[src/rtl/usart_tx_sync_fill.sv]
module usart_tx_sync_fill (
  input  logic       clk,
  input  logic       rst,
  input  logic       txc,
  input  logic       cfg_sync_mode,
  input  logic [1:0] cfg_rate,
  input  logic [7:0] cfg_sync_char,
  input  logic       cmd_tx_en,
  input  logic       cmd_break,
  input  logic       wr_en,
  input  logic [7:0] wr_data,
  output logic       txd,
  output logic       tx_rdy,
  output logic       tx_empty
);

  localparam int CW   = 8;
  localparam int FW   = CW + 2;
  localparam int BLW  = $clog2(FW);
  localparam int DIVW = 6;

  logic            txc_d;
  logic [CW-1:0]   hold;
  logic            hold_full;
  logic [FW-1:0]   shreg;
  logic [BLW-1:0]  bits_left;
  logic [DIVW-1:0] div_cnt;
  logic            busy, fill, data_bit, line_r;
  logic            bit_next;
  logic [DIVW-1:0] div_top;

  wire fall      = txc_d & ~txc;
  wire boundary  = fall && (div_cnt == '0);
  wire shifting  = boundary && (bits_left != '0);
  wire load_data = boundary && (bits_left == '0) && hold_full;
  wire load_fill = boundary && (bits_left == '0) && !hold_full && cfg_sync_mode;

  always_comb begin
    if (cfg_sync_mode)          div_top = '0;
    else if (cfg_rate == 2'b00) div_top = '0;
    else if (cfg_rate == 2'b01) div_top = DIVW'(15);
    else                        div_top = DIVW'(63);
  end

  always_comb begin
    bit_next = data_bit;
    if (shifting)       bit_next = shreg[0];
    else if (load_data) bit_next = cfg_sync_mode ? hold[0] : 1'b0;
    else if (load_fill) bit_next = cfg_sync_char[0];
    else if (boundary)  bit_next = 1'b1;
  end

  always_ff @(posedge clk) begin
    if (rst) begin
      txc_d     <= 1'b0;
      hold      <= '0;
      hold_full <= 1'b0;
      shreg     <= '0;
      bits_left <= '0;
      div_cnt   <= '0;
      busy      <= 1'b0;
      fill      <= 1'b0;
      data_bit  <= 1'b1;
      line_r    <= 1'b1;
    end else begin
      txc_d  <= txc;
      line_r <= cmd_break ? 1'b0 : (cmd_tx_en ? bit_next : 1'b1);
      if (!cmd_tx_en) begin
        busy      <= 1'b0;
        fill      <= 1'b0;
        bits_left <= '0;
        div_cnt   <= '0;
        data_bit  <= 1'b1;
      end else if (fall) begin
        data_bit <= bit_next;
        if (div_cnt != '0) begin
          div_cnt <= div_cnt - 1'b1;
        end else if (shifting) begin
          shreg     <= shreg >> 1;
          bits_left <= bits_left - 1'b1;
          div_cnt   <= div_top;
        end else if (load_data) begin
          hold_full <= 1'b0;
          busy      <= 1'b1;
          fill      <= 1'b0;
          div_cnt   <= div_top;
          if (cfg_sync_mode) begin
            shreg     <= FW'(hold >> 1);
            bits_left <= BLW'(CW - 1);
          end else begin
            shreg     <= FW'({1'b1, hold} );
            bits_left <= BLW'(FW - 1);
          end
        end else if (load_fill) begin
          busy      <= 1'b1;
          fill      <= 1'b1;
          div_cnt   <= div_top;
          shreg     <= FW'(cfg_sync_char >> 1);
          bits_left <= BLW'(CW - 1);
        end else begin
          busy <= 1'b0;
          fill <= 1'b0;
        end
      end
      if (wr_en) begin
        hold      <= wr_data;
        hold_full <= 1'b1;
      end
    end
  end

  assign txd      = line_r;
  assign tx_rdy   = ~hold_full;
  assign tx_empty = ~hold_full & (~busy | fill);

endmodule


[config.mk]
export PLATFORM = sky130hd
export DESIGN_NAME = usart_tx_sync_fill
export DESIGN_NICKNAME = d
export VERILOG_FILES = /design/src/rtl/usart_tx_sync_fill.sv
export SDC_FILE = /design/constraint.sdc
export NUM_CORES = 1
export LEC_CHECK = 0
export BUFFER_PORTS_ARGS = -buffer_cell sky130_fd_sc_hd__clkbuf_2
export CELL_PAD_IN_SITES_DETAIL_PLACEMENT = 0
export CELL_PAD_IN_SITES_GLOBAL_PLACEMENT = 2
export CORE_UTILIZATION = 33
export DETAILED_ROUTE_END_ITERATION = 6
export GPL_ROUTABILITY_DRIVEN = 0
export PLACE_DENSITY_LB_ADDON = 0.15
export SYNTH_ARGS = -nofsm -noshare
export SYNTH_HDL_FRONTEND = slang
export SYNTH_SLANG_ARGS = --single-unit
[constraint.sdc]
create_clock -name clk -period 2.8 [get_ports clk]
set_input_delay 0.14 -clock clk [delete_from_list [all_inputs] [get_ports clk]]
set_output_delay 0.14 -clock clk [all_outputs]
set_load 0.02 [all_outputs]
==> summary by stage <==
Run status
The run finished with clean final reports.

Route
The total length of routed met3 wires is about 210 microns. In the final routed layout, each cell accounts on average for between 10 and 15 microns. The top routing layer in use is met4.

The met1 wire length is about 2000 microns. For this block, the initial DRC count from the detailed router was ~140. The detailed-routed wire length on met2 is around 2100 microns.

The remaining routing DRC violations is 0. Before antenna repair, the detailed router went through 4 iterations. The number of vias in the routed layout is between 1500 and 2000. The count of nets left with antenna violations once routing finished came out at 0. The wire length after detailed routing is ~4400 microns. Dividing the detail-routed via count by the number of cells gives about 5.4.

Worst setup path
Of all nets on the critical path, the largest fanout is 10. The startpoint class of the critical path is a flop. For the worst setup path, the data required time is 2.99 ns. The cell depth of the worst flop-to-flop path is 7. The worst register-to-register path begins at div_cnt[0]$_SDFFE_PP0P_. The kind of critical path is flop to flop. For flop-to-flop paths, the worst setup slack is just under 0.5 ns.

The capturing point of the worst reg2reg path is shreg[7]$_SDFFE_PP0P_. Walking the worst path, the cells encountered are inv_1 > ha_1 > or3b_1 > a2111oi_4 > buf_4 > nor2_1 > a311oi_1. STA classifies the critical path endpoint as a flop. For the worst setup path, the data arrival time is about 2.5 ns. The slowest stage of the critical path belongs to the cell a2111oi_4. The biggest cell delay along the critical path is ~0.58 ns.

Synth
The unique cell type count in the Yosys netlist is 44. The number of synthesized flops with an enable pin is 0. The number of standard cells after synthesis is 198. The cell taking the most area after synthesis is dfxtp_1. Synthesis produced a netlist with a net count of 226. Of the post-synthesis cell area, the dominant cell type holds 0.385.

After synthesis, the cell types taking the most area are dfxtp_1, mux2i_1, nor2_1, a21oi_1, a221oi_1. The post-synthesis register bit count is 33. Yosys printed 0 warnings.

Of the synthesized area, sequential elements account for 0.385. A synthesized cell averages approximately 8.7 sq um. In the synthesized netlist the dominant register cell turns out to be dfxtp_1. After synthesis the cells add up to ~0.0017 sq mm. The share of flip-flops with an asynchronous set or reset is 0.

Clock tree
The buffer levels on the longest clock path is 2. The clock slew seen by the registers of the worst setup and hold paths is approximately 0.07 ns. The deepest level of the CTS H-tree is 2. The clock net in this run drives a total of 33 sinks. The CTS tree is built.

The post-cts gate resize count is 0. The clock latency reported for the late side of the worst-skew pair is between 0.2 and 0.3 ns. The number of CTS-inserted buffers is 5.

The number of setup buffers added after CTS is 0. After clock tree synthesis, the flow added hold-fix buffers numbering 0. The tree is rooted in a clkbuf_8.

Global route
The leftover overflow at the end of global routing is 0. For this run, the total global-route usage over all layers was measured as 0.180. The first global-routing pass estimated around 7300 microns of wire. The number of antenna violations at the first check in global routing is 0. The number of global-route vias before repair was 1553. Entering global routing, the biggest net connects 16 pins.

Floorplan
The floorplan has 25 rows. For this configuration, the core starts out at a cell density of 0.352. In this run the horizontal extent of the chip is ~74 microns. The area of the die is approximately 0.0055 sq mm. The area of the placeable core is around 0.005 sq mm.

The die height is 74.2 microns. The top-level I/O count is 28.

Hold path
The beginning of the worst hold path is cmd_break. The worst hold path stage count is 2. The tightest min-delay check is of the input pin to flop type. For hold timing, the worst endpoint is txd$_SDFF_PP1_.

Cells and area
The number of antenna diodes in the final layout is 0. The register cell area after layout is between 600 and 700 sq um. The area of the multi-input gates is 980 sq um.

The area added between synthesis and finish is 17.2%. The filler cells instantiated in the layout total approximately 540. In the final design database the tool counted 256 nets.

The share of layout cells above drive strength 1 is 0.206. At the end of the flow the core is filled with cells to 0.413.

Placed design
The number of port buffers is 27. The HPWL after detailed placement is between 3000 and 4000 microns.

Job
The number of max-cap violations is 0.

Timing
The clock arrives with about 0.0034 ns of skew. Dividing the final minimum period by the clock period gives 0.828. The max-slew violation count is 0. The final critical path time including I/O delays and setup is roughly 2.3 ns. The top achievable clock speed is 431 MHz. The total count of hold-check failures in the final report is 0.

The setup TNS after final layout is 0 ns. Headroom to the max-slew limit came out at 0.524. The count of endpoints failing setup in the final report is 0.

Setup repair after global routing left no endpoint under its margin. At the pin with the least slew margin, the transition time is approximately 0.7 ns.

Pwr
Total power for the finished layout comes to ~1 mW. The worst-case IR drop observed on VDD is between 0.2 and 0.25 mV. In this run the power density over the cells is 500 mW/mm^2. The analysis attributes to cell leakage a power of 0.791 nW.
-- sequential cells by signal (all words and copies together) (netlist names) --
name       count
data_bit       1
hold           8
txc_d          1
busy           1
fill           1
hold_full      1
txd            1
shreg          9
bits_left      4
div_cnt        6
-- area by class of cell --
| cell class | count | area share |
|---|---|---|
| Multi-Input combinational cell | 147 | 0.487 |
| Sequential cell | 33 | 0.328 |
| Tap cell | 67 | 0.0416 |
| Timing Repair Buffer | 31 | 0.0820 |
| Clock buffer | 7 | 0.0429 |
| Inverter | 10 | 0.0186 |
-- worst max path at each step --
stage                                       start                    end  depth (start not counted)
after floorplan           div_cnt[0]$_SDFFE_PP0P_  shreg[8]$_SDFFE_PP0P_                          7
after global placement    div_cnt[0]$_SDFFE_PP0P_  shreg[7]$_SDFFE_PP0P_                          7
after detailed placement  div_cnt[0]$_SDFFE_PP0P_  shreg[7]$_SDFFE_PP0P_                          7
after CTS                 div_cnt[0]$_SDFFE_PP0P_  shreg[7]$_SDFFE_PP0P_                          7
after global routing      div_cnt[0]$_SDFFE_PP0P_  shreg[7]$_SDFFE_PP0P_                          7
final                     div_cnt[0]$_SDFFE_PP0P_  shreg[7]$_SDFFE_PP0P_                          7
-- per-layer routing --
metal	GRT usage	vias to the layer above
li1	-	801
met1	0.214	731
met2	0.309	41
met3	0.0474	9
met4	0.0684	0
met5	0	-
-- worst max-delay path: cells and delay by family (launching register included) --
kind,cells,cell delay (ns)
adders and majority gates,1,0.17
DFF,1,0.35
AOI/OAI and AO/OA,2,0.79
and+or+nand+nor,2,0.55
buffers and inverters,2,0.36
-- stage by stage --
step | cell area [sq um] | hold WS [ns] | instances | setup WS, ns
after global placement | 1930 | 0.312 | 288 | 0.561
after global routing | 2010 | 0.0266 | 295 | 0.269
after CTS | 2010 | 0.0212 | 295 | 0.489
after floorplan | 1720 | 0.212 | 198 | 0.831
final | 2010 | 0.0306 | 295 | 0.482
after detailed placement | 1930 | 0.322 | 288 | 0.493
-- cell usage in the layout, fill, tap and decap left out, types with 2 or more instances in the layout --
| cell type | Yosys | routed |
|---|---|---|
| inv_1 | 10 | 10 |
| mux2i_1 | 15 | 15 |
| a221oi_1 | 7 | 7 |
| nand3_1 | 7 | 7 |
| nor2_1 | 28 | 28 |
| dfxtp_1 | 33 | 33 |
| mux2_2 | 2 | 2 |
| a211oi_1 | 3 | 3 |
| clkbuf_2 | 0 | 27 |
| a311oi_1 | 7 | 7 |
| nand4_1 | 2 | 2 |
| a21oi_1 | 15 | 15 |
| nor2b_1 | 3 | 3 |
| nand2_1 | 9 | 9 |
| nor3_1 | 5 | 5 |
| o21ai_1 | 2 | 2 |
| buf_4 | 0 | 4 |
| ha_1 | 3 | 3 |
| nor3b_1 | 2 | 2 |
| nand2b_1 | 3 | 3 |
| o211ai_1 | 3 | 3 |
| or3_1 | 2 | 2 |
| o21ai_0 | 9 | 9 |
| a21o_1 | 2 | 2 |
| clkbuf_8 | 0 | 6 |
-- logic make-up (layout without fill, tap and decap cells) --
family | after synthesis | count (layout) | synth area share
flip-flops | 33 | 33 | 0.385
buffers and inverters | 18 | 48 | 0.0452
adder cells (fa/ha/maj) | 3 | 3 | 0.0219
AND/OR/NAND/NOR | 68 | 68 | 0.200
multiplexers | 17 | 17 | 0.101
AO/OA/AOI/OAI | 59 | 59 | 0.248
-- Yosys cell counts (2+ instances only) --
| library cell | n |
|---|---|
| dfxtp_1 | 33 |
| ha_1 | 3 |
| clkbuf_1 | 4 |
| a311oi_1 | 7 |
| o21ai_0 | 9 |
| nand4_1 | 2 |
| mux2_2 | 2 |
| nor2_1 | 28 |
| mux2i_1 | 15 |
| nor3_1 | 5 |
| nand2_1 | 9 |
| nor3b_1 | 2 |
| o21ai_1 | 2 |
| or3_1 | 2 |
| a21o_1 | 2 |
| nor2b_1 | 3 |
| a211oi_1 | 3 |
| a221oi_1 | 7 |
| inv_1 | 10 |
| nand3_1 | 7 |
| o211ai_1 | 3 |
| a21oi_1 | 15 |
| nand2b_1 | 3 |
| buf_2 | 2 |
-- where the power goes --
part	switching [mW]	internal [mW]
Sequential	0.0142	0.486
Clock	0.162	0.195
Combinational	0.0859	0.0632
Total	0.262	0.744
No activity file was read; power rests on OpenSTA's default activity.
